$ cat src/rtl/rxfr_pkg.sv
package rxfr_pkg;

  localparam logic [3:0] NIB_PRE = 4'h5;
  localparam logic [3:0] NIB_SFD = 4'hD;

  localparam logic [1:0] MD_FULL  = 2'b00;
  localparam logic [1:0] MD_STRIP = 2'b01;
  localparam logic [1:0] MD_PART  = 2'b10;
  localparam logic [1:0] MD_FULL2 = 2'b11;

  typedef enum logic [1:0] {
    ST_IDLE = 2'd0,
    ST_HUNT = 2'd1,
    ST_DATA = 2'd2,
    ST_DROP = 2'd3
  } hunt_st_e;

  // one nibble slot of the delay line
  typedef struct packed {
    logic       keep;  // to be delivered with rx_dv high
    logic       pre;   // preamble nibble of the current attempt
    logic [3:0] nib;
  } slot_t;

endpackage

$ cat src/rtl/rxfr_sfd_hunt.sv
module rxfr_sfd_hunt
  import rxfr_pkg::*;
(
  input  logic       clk,
  input  logic       rst_n,
  input  logic       step,
  input  logic       crs_ok,
  input  logic [3:0] nib_in,
  input  logic [1:0] mode,
  output slot_t      slot_new,
  output logic       sfd_hit,
  output logic       rx_err,
  output logic       false_start
);

  hunt_st_e st_q, st_d;
  logic     err_d, fs_d;
  logic     full_md;

  assign full_md = (mode == MD_FULL) || (mode == MD_FULL2);

  always_comb begin
    st_d          = st_q;
    slot_new.keep = 1'b0;
    slot_new.pre  = 1'b0;
    slot_new.nib  = nib_in;
    sfd_hit       = 1'b0;
    err_d         = 1'b0;
    fs_d          = 1'b0;
    if (step) begin
      unique case (st_q)
        ST_IDLE, ST_HUNT: begin
          if (!crs_ok) begin
            fs_d = (st_q == ST_HUNT);
            st_d = ST_IDLE;
          end else if (nib_in == NIB_PRE) begin
            st_d          = ST_HUNT;
            slot_new.pre  = 1'b1;
            slot_new.keep = full_md;
          end else if (nib_in == NIB_SFD) begin
            st_d          = ST_DATA;
            slot_new.keep = 1'b1;
            sfd_hit       = 1'b1;
          end else begin
            err_d = 1'b1;
            st_d  = ST_DROP;
          end
        end
        ST_DATA: begin
          if (!crs_ok) st_d = ST_IDLE;
          else         slot_new.keep = 1'b1;
        end
        ST_DROP: begin
          if (!crs_ok) st_d = ST_IDLE;
        end
        default: st_d = ST_IDLE;
      endcase
    end
  end

  always_ff @(posedge clk or negedge rst_n) begin
    if (!rst_n) begin
      st_q        <= ST_IDLE;
      rx_err      <= 1'b0;
      false_start <= 1'b0;
    end else begin
      if (step) st_q <= st_d;
      rx_err      <= err_d;
      false_start <= fs_d;
    end
  end

  // pulses last one clock
  a_r12_err_one_cycle: assert property (@(posedge clk) disable iff (!rst_n)
    rx_err |=> !rx_err);
  a_r12_fs_one_cycle: assert property (@(posedge clk) disable iff (!rst_n)
    false_start |=> !false_start);
  a_r12_flags_exclusive: assert property (@(posedge clk) disable iff (!rst_n)
    !(rx_err && false_start));
  a_r12_flag_needs_step: assert property (@(posedge clk) disable iff (!rst_n)
    (rx_err || false_start) |-> $past(step));
  // after an error the block waits in drop until carrier falls
  a_r11_err_then_drop: assert property (@(posedge clk) disable iff (!rst_n)
    rx_err |-> (st_q == ST_DROP));

endmodule

$ cat src/rtl/rxfr_delay_line.sv
module rxfr_delay_line
  import rxfr_pkg::*;
#(
  parameter int DEPTH = 2
) (
  input  logic       clk,
  input  logic       rst_n,
  input  logic       step,
  input  slot_t      din,
  input  logic       mark,
  output logic       dout_keep,
  output logic [3:0] dout_nib
);

  slot_t            line_q [DEPTH];
  slot_t            line_d [DEPTH];
  logic [DEPTH-1:0] chain;

  // chain[i]: entry i belongs to the contiguous preamble run ending at the
  // newest entry, and the delimiter has just been seen in partial mode
  for (genvar i = 0; i < DEPTH; i++) begin : g_tap
    if (i == 0) begin : g_head
      assign chain[0] = mark & line_q[0].pre;
      always_comb line_d[0] = din;
    end else begin : g_body
      assign chain[i] = chain[i-1] & line_q[i].pre;
      always_comb begin
        line_d[i]      = line_q[i-1];
        line_d[i].keep = line_q[i-1].keep | chain[i-1];
      end
    end

    always_ff @(posedge clk or negedge rst_n) begin
      if (!rst_n)    line_q[i] <= '0;
      else if (step) line_q[i] <= line_d[i];
    end
  end

  assign dout_keep = line_q[DEPTH-1].keep | chain[DEPTH-1];
  assign dout_nib  = line_q[DEPTH-1].nib;

  // only preamble entries get promoted by the mark
  a_r6_mark_only_pre: assert property (@(posedge clk) disable iff (!rst_n)
    (dout_keep && !line_q[DEPTH-1].keep) |-> (line_q[DEPTH-1].pre && dout_nib == NIB_PRE));

endmodule

$ cat src/rtl/rxfr_out_stage.sv
module rxfr_out_stage
  import rxfr_pkg::*;
(
  input  logic       clk,
  input  logic       rst_n,
  input  logic       step,
  input  logic       keep,
  input  logic [3:0] nib,
  output logic [3:0] rxd,
  output logic       rx_dv
);

  logic [3:0] rxd_d;

  always_comb rxd_d = keep ? nib : 4'h0;

  always_ff @(posedge clk or negedge rst_n) begin
    if (!rst_n) begin
      rx_dv <= 1'b0;
      rxd   <= 4'h0;
    end else if (step) begin
      rx_dv <= keep;
      rxd   <= rxd_d;
    end
  end

  // outputs hold on clocks without enable
  a_r2_hold: assert property (@(posedge clk) disable iff (!rst_n)
    !step |=> ($stable(rx_dv) && $stable(rxd)));
  // a delivered stream opens with preamble or delimiter
  a_r4_first_nibble: assert property (@(posedge clk) disable iff (!rst_n)
    $rose(rx_dv) |-> (rxd == NIB_PRE || rxd == NIB_SFD));

endmodule

$ cat src/rtl/mii_rx_framer.sv
module mii_rx_framer
  import rxfr_pkg::*;
#(
  parameter int KEEP_PRE = 2
) (
  input  logic       clk,
  input  logic       rst_n,
  input  logic       nib_en,
  input  logic       crs_ok,
  input  logic [3:0] nib_in,
  input  logic [1:0] mode,
  output logic [3:0] rxd,
  output logic       rx_dv,
  output logic       rx_err,
  output logic       false_start
);

  localparam int DEPTH = (KEEP_PRE < 1) ? 1 : KEEP_PRE;

  logic [1:0] rst_sync_q;
  logic       rst_i;
  slot_t      slot_new;
  logic       sfd_hit;
  logic       mark;
  logic       tail_keep;
  logic [3:0] tail_nib;

  // asynchronous assert, synchronous release
  always_ff @(posedge clk or negedge rst_n) begin
    if (!rst_n) rst_sync_q <= 2'b00;
    else        rst_sync_q <= {rst_sync_q[0], 1'b1};
  end
  assign rst_i = rst_sync_q[1];

  assign mark = sfd_hit && (mode == MD_PART);

  rxfr_sfd_hunt u_hunt (
    .clk         (clk),
    .rst_n       (rst_i),
    .step        (nib_en),
    .crs_ok      (crs_ok),
    .nib_in      (nib_in),
    .mode        (mode),
    .slot_new    (slot_new),
    .sfd_hit     (sfd_hit),
    .rx_err      (rx_err),
    .false_start (false_start)
  );

  rxfr_delay_line #(.DEPTH(DEPTH)) u_dly (
    .clk       (clk),
    .rst_n     (rst_i),
    .step      (nib_en),
    .din       (slot_new),
    .mark      (mark),
    .dout_keep (tail_keep),
    .dout_nib  (tail_nib)
  );

  rxfr_out_stage u_out (
    .clk   (clk),
    .rst_n (rst_i),
    .step  (nib_en),
    .keep  (tail_keep),
    .nib   (tail_nib),
    .rxd   (rxd),
    .rx_dv (rx_dv)
  );

  // strip mode opens every delivered stream on the delimiter
  a_r5_strip_starts_sfd: assert property (@(posedge clk) disable iff (!rst_i)
    ($rose(rx_dv) && mode == MD_STRIP) |-> (rxd == NIB_SFD));
  // idle bus carries zero
  a_r1_idle_zero: assert property (@(posedge clk) disable iff (!rst_i)
    !rx_dv |-> (rxd == 4'h0));

endmodule

$ cat config.mk
export PLATFORM = sky130hd
export DESIGN_NAME = mii_rx_framer
export DESIGN_NICKNAME = d
export VERILOG_FILES = /design/src/rtl/rxfr_pkg.sv /design/src/rtl/rxfr_sfd_hunt.sv /design/src/rtl/rxfr_delay_line.sv /design/src/rtl/rxfr_out_stage.sv /design/src/rtl/mii_rx_framer.sv
export SDC_FILE = /design/constraint.sdc
export NUM_CORES = 1
export LEC_CHECK = 0
export ABC_AREA = 1
export BUFFER_PORTS_ARGS = -buffer_cell sky130_fd_sc_hd__buf_2
export CORE_MARGIN = 3
export CORE_UTILIZATION = 45
export CTS_BUF_LIST = sky130_fd_sc_hd__clkbuf_2 sky130_fd_sc_hd__clkbuf_4 sky130_fd_sc_hd__clkbuf_8
export CTS_CLUSTER_DIAMETER = 150
export DETAILED_ROUTE_END_ITERATION = 16
export GPL_ROUTABILITY_DRIVEN = 0
export HOLD_SLACK_MARGIN = 0.05
export PLACE_DENSITY = 0.69
export SKIP_LAST_GASP = 1
export SYNTH_ARGS = -nofsm -noshare
export SYNTH_HDL_FRONTEND = slang
export SYNTH_SLANG_ARGS = --single-unit
$ cat constraint.sdc
create_clock -name clk -period 0.8 [get_ports clk]
set_input_delay 0.2 -clock clk [delete_from_list [all_inputs] [get_ports clk]]
set_output_delay 0.2 -clock clk [all_outputs]
set_load 0.005 [all_outputs]
# Word-level counts from Yosys, hierarchy flattened
# Index checks and enable logic that the tools add are counted.
dict set report totals {
  regBits 23
  elab_cells 56
  out_inout_bits 7
  inputBits 10
}
dict set report classes {
  n_mux 25
  reduce_logical 7
  eq_ne 8
  n_bitwise 4
}
# operator count
set op_table {}
lappend op_table {{$mux W1} 18}
lappend op_table {{$eq A2 B2 Y1 const B} 4}
lappend op_table {{$mux W2} 4}
lappend op_table {{$eq A4 B3 Y1 const B} 1}
lappend op_table {{$eq A4 B4 Y1 const B} 1}
lappend op_table {{$logic_not A2 Y1} 2}
lappend op_table {{$mux W4} 1}
lappend op_table {{$pmux W2 S2} 1}
lappend op_table {{$reduce_or A2 Y1} 2}
lappend op_table {{$and A1 B1 Y1} 2}
lappend op_table {{$eq A2 B1 Y1 const B} 1}
lappend op_table {{$ne A2 B2 Y1 const B} 1}
lappend op_table {{$or A1 B1 Y1} 2}
lappend op_table {{$pmux W1 S2} 1}
lappend op_table {{$reduce_and A2 Y1} 1}
lappend op_table {{$logic_and A1 B1 Y1} 1}
lappend op_table {{$logic_or A1 B1 Y1} 1}

# Depth between registers and ports, before layout
dict set report logic_depth {
  ltp_word 11
  ltp_mapped 8
  mapped_depth_nobuf 8
}

# Modules after synthesis
# From an unflattened synthesis, not the netlist that was laid out.
dict set report unflattened {
  hier_cells 121
  hier_area_um2 1022.2
}
# mod area_per_inst_um2 cells_per_inst seq_area_each_um2 n_inst
set modules_own_cells {}
lappend modules_own_cells {rxfr_delay_line 495.5 55 300.3 1}
lappend modules_own_cells {rxfr_sfd_hunt 272.8 40 100.1 1}
lappend modules_own_cells {rxfr_out_stage 190.2 21 125.1 1}
lappend modules_own_cells {mii_rx_framer 63.8 5 50.0 1}

# Worst setup path before layout
# OpenSTA, ideal clock, no wires.
dict set report synth_path {
  kind {register to register}
  from {reg u_hunt.st_q[1]}
  to {reg u_out.rxd[0]}
  path_stages_with_launch 8
  path_buffers 0
  path_slack_ps -171
  setup_time_ps 65
  arrival_ps 907
  required_time_ps 735
  synth_period_minus_slack_ps 971
  cell_sequence {dfrtp_1 > inv_1 > nand3_1 > nor2_2 > nand3_1 > nand2_2 > nand3_1 > nand2_1}
}
dict set report synth_via {
  elab_chain_len 9
  word_cells_on_any_way 10
  classes_between {eq/ne (1); mux (3); bitwise (3); reduce/logical (3)}
}
# item line_no
set synth_lines {}
lappend synth_lines {{from (decl)} rxfr_sfd_hunt.sv:16} ;# hunt_st_e st_q, st_d;
lappend synth_lines {{from (signal assigned)} rxfr_sfd_hunt.sv:67} ;# if (step) st_q <= st_d;
lappend synth_lines {{$eq A2 B1 Y1 or $logic_not A2 Y1 (tied branches)} rxfr_sfd_hunt.sv:31} ;# unique case (st_q)
lappend synth_lines {{$reduce_or A2 Y1 (*)} rxfr_sfd_hunt.sv:31}
lappend synth_lines {{$mux W1 (*)} rxfr_sfd_hunt.sv:31}
lappend synth_lines {{$mux W1 (*)} rxfr_sfd_hunt.sv:30} ;# if (step) begin
lappend synth_lines {{$logic_and A1 B1 Y1 (*)} mii_rx_framer.sv:35} ;# assign mark = sfd_hit && (mode == MD_PART);
lappend synth_lines {{$and A1 B1 Y1 (*)} rxfr_delay_line.sv:23} ;# assign chain[0] = mark & line_q[0].pre;
lappend synth_lines {{$and A1 B1 Y1 (*)} rxfr_delay_line.sv:26} ;# assign chain[i] = chain[i-1] & line_q[i].pre;
lappend synth_lines {{$or A1 B1 Y1 (*)} rxfr_delay_line.sv:39} ;# assign dout_keep = line_q[DEPTH-1].keep | chain[DEPTH-1];
lappend synth_lines {{$mux W4 (*)} rxfr_out_stage.sv:15} ;# always_comb rxd_d = keep ? nib : 4'h0;
lappend synth_lines {{to (signal assigned)} rxfr_out_stage.sv:23} ;# rxd <= rxd_d;
lappend synth_lines {{to (decl)} rxfr_out_stage.sv:9} ;# output logic [3:0] rxd,
# Mark *: on every way between the ends. The rest lies on a longest branch, timed or not.
# A chain may end at the register's enable or synchronous reset.

# Worst setup path in the final report
dict set report layout_path {
  from {reg u_hunt.st_q[1]}
  to {reg u_hunt.rx_err}
}
dict set report layout_via {
  elab_chain_len 4
  word_cells_on_any_way 5
  classes_between {eq/ne (1); mux (2); reduce/logical (2)}
}
# item line_no
set layout_lines {}
lappend layout_lines {{$eq A2 B1 Y1 or $logic_not A2 Y1 (tied branches)} rxfr_sfd_hunt.sv:31}
lappend layout_lines {{$reduce_or A2 Y1 (*)} rxfr_sfd_hunt.sv:31}
lappend layout_lines {{$mux W1 (*)} rxfr_sfd_hunt.sv:31}
lappend layout_lines {{$mux W1 (*)} rxfr_sfd_hunt.sv:30}
lappend layout_lines {{net u_hunt.err_d} rxfr_sfd_hunt.sv:17} ;# logic err_d, fs_d;
lappend layout_lines {{to (signal assigned)} rxfr_sfd_hunt.sv:68} ;# rx_err <= err_d;
lappend layout_lines {{to (decl)} rxfr_sfd_hunt.sv:12} ;# output logic rx_err,
# Mark *: on every way through the listed nets, which the timed path passes. The rest lies on a longest branch.

==> results_dict.tcl <==
set metrics [dict create \
    synth-compound-area-share_pct 9.173 \
    die_y_um 52.39 \
    cts_buffers 3 \
    worst_slack_ps -289.7 \
    critPathArrivalTime_ps 1340 \
    tns_ps -3894 \
    criticalPathCategory "flop to flop" \
    finish.net_count 152 \
    cpMaxStageDelayCell "dfrtp_1" \
    crit_path_max_fanout 4 \
    die-area_sq_um 2745 \
    maxCapViolCount 0 \
    min_path_cells 3 \
    hold_violations 0 \
    cts.path.max_buffers 2 \
    grtUsageTotal_pct 15.22 \
    cp.required_ps 1050 \
    htreeDepth 1 \
    cp-start-kind "flop" \
    peakVddDrop_mv 1.278 \
    r2r_slack_ps -290 \
    grt_pass1_vias 746 \
    cts_sinks 23 \
    synth_edf_count 0 \
    leakagePower_nw 0.6937 \
    grt_pass1_wl_mm 3.118 \
    crit_path_max_incr_delay_ps 440 \
    fin_crit_sh_pct 136.2 \
    synth_xor_area_share_pct 0 \
    drc 0 \
    clk_latency_ps 310 \
    path_buf_inv 2 \
    vias 771 \
    violations "setup timing" \
    synth_seq_area_share_pct 59.43 \
    setup_viol 19 \
    synth_top_family_by_area "simple AND/OR/NAND/NOR gates" \
    cts_tree "built" \
    drt_pass1_iterations 4 \
    root_buffer "clkbuf_4" \
    grt_antenna_before_repair 0 \
    overflow 0 \
    syn_to_final_growth_pct 33.72 \
    ff2ff_path_depth 5 \
    muxShareOfSynthArea_pct 1.034 \
    wl_mm 1.801 \
    clk_pin_slew_ps 120 \
    crit_chain "buf_6 -> nor2_4 -> nand2_2 -> or2_1 -> inv_1" \
    mappedNetlistArea_sq_um 968.4 \
    max_freq_ghz 0.9177 \
    core_area_sq_um 2002 \
    design.portCount 17 \
    fp-row-count 16 \
    rsz0062_at_grt "yes" \
    wire_per_inst_um 10.78 \
    holdWs_ps 112.8 \
    viasPerCell 4.617 \
    hpwlAfterDp_mm 1.292 \
    syn-num-nets 113 \
    cp-end-kind "flop" \
    grt_max_degree 22 \
    ys_seq_elements 23 \
    yosys_most_used_dff "dfrtp_1" \
    status "complete, but fails checks" \
    synth_fa_ha_area_share_pct 1.292 \
    yosys_warnings 0 \
    synthArstFlopShare_pct 100.0 \
    die_w_um 52.39 \
    post_synth_num_cell_types 21 \
    synthSimpleGateAreaFrac_pct 20.41 \
    syn_inst 102 \
    avgSynthCellArea_sq_um 9.494 \
    n_antenna_cell 0 \
    power_density_nw_per_um2 1776 \
    layout-drive-gt1-share_pct 40.71 \
    drt_iter0_markers 24 \
    ant_nets 0 \
    drv_slew 0 \
    period_minus_slack_ps 1090 \
    port_buffers 16 \
    fin_worst_skew_ps 4.491 \
    cp.depth 5 \
    fillers 179 \
    path_delay_family "flip-flops" \
    hold_class "input port to flop" \
    start_util_pct 48.38 \
]
worst paths after layout:
path | from | to
max | u_hunt.st_q[1]$_DFFE_PN0P_ | u_hunt.rx_err$_DFF_PN0_
min | nib_in[1] | u_dly.line_d[1]$_DFFE_PN0P_
max reg2reg | u_hunt.st_q[1]$_DFFE_PN0P_ | u_hunt.rx_err$_DFF_PN0_
min reg2reg | rst_sync_q[1]$_DFF_PN0_ | u_out.rxd[1]$_DFFE_PN0P_
max in group asynchronous | rst_sync_q[1]$_DFF_PN0_ | u_dly.line_q[5]$_DFFE_PN0P_
min in group asynchronous | rst_n | rst_sync_q[0]$_DFF_PN0_
cell usage after synthesis (all sizes together), types with 4 or more instances:
master	count	area, sq um
nor2	6	32.53
a21oi	5	25.02
nand3	7	35.03
inv	11	41.29
nand2	30	117.6
o21ai	9	45.04
dfrtp	23	575.6
buf	4	38.78
flip-flops by register name, summed over array words and instances, names as in the netlist:
name and cells:
u_out.rx_dv 1, u_dly.line_d 5, u_out.rxd 4, u_hunt.rx_err 1, u_dly.dout_nib 4, u_hunt.false_start 1, u_dly.line_q 3, u_hunt.st_q 2
rst_sync_q 2
power by group:
group	switching [W]	total, W	internal [W]
combinational	0.000206	0.000417	0.000211
sequential	0.0000550	0.00132	0.00127
clock	0.000332	0.000561	0.000228
cells by family (layout without fill, tap and decap cells):
kind of cell             count (synthesis)  count (layout)
AND/OR/NAND/NOR                         45              45
flip-flops                              23              23
AO/OA/AOI/OAI                           16              16
buffers and inverters                   15              53
adder cells (fa/ha/maj)                  1               1
other                                    1               1
multiplexers                             1               1
timing repair:
action / 4_1_cts / 5_1_grt
gates resized for setup: 5 / 9
setup endpoints to repair: 19 / 19
setup buffers: 6 / 1
pin swaps: 5 / 3
hold buffers: 1 / 0
endpoints found under the hold margin: 2 / 0
cells in the final DEF (no fill, tap or decap), types with 3 or more instances in the layout:
cell type / netlist / final
a21oi_1: 5 / 3
buf_2: 1 / 16
buf_4: 0 / 20
clkbuf_4: 0 / 4
dfrtp_1: 23 / 23
inv_1: 10 / 9
nand2_1: 28 / 26
nand2_2: 2 / 3
nand3_2: 0 / 5
nor2_1: 4 / 4
o21ai_0: 8 / 5
o21ai_1: 1 / 4
area by class of cell:
| type | instances | area, sq um | share of cell area (%) |
|---|---|---|---|
| flip-flops and latches | 23 | 575.6 | 44.44 |
| clock buffers | 4 | 30.03 | 2.319 |
| inverters | 11 | 43.79 | 3.382 |
| repair buffers | 38 | 251.5 | 19.42 |
| well taps | 27 | 33.78 | 2.609 |
| multi-input cells | 64 | 360.3 | 27.83 |
through the flow:
| stage | power [W] | setup slack (ps) | area [sq um] | instances | util (%) |
|---|---|---|---|---|---|
| after floorplan | 0.001533 | -170.2 | 974.7 | 102 | - |
| after global placement | 0.001668 | -253.4 | 1159 | 156 | 57.88 |
| after detailed placement | 0.001677 | -265.1 | 1159 | 156 | 57.88 |
| after CTS | 0.002290 | -270.4 | 1251 | 166 | 62.50 |
| after global routing | 0.002423 | -340.6 | 1295 | 167 | 64.69 |
| final | 0.002300 | -289.7 | 1295 | 167 | 64.69 |
per-layer routing:
metal	GRT usage [%]	vias up	part of all wire, %
met5	0	-	0
met4	6.383	0	1.3
met3	2.564	3	4.7
met2	22.73	19	45
met1	21.69	354	49
li1	-	395	-
worst reg2reg max path: stages (launching register included):
cell	delay (ps)
dfrtp_1	440
buf_6	140
nor2_4	120
nand2_2	70
or2_1	210
inv_1	60
Power figures use the tool's default switching activity.
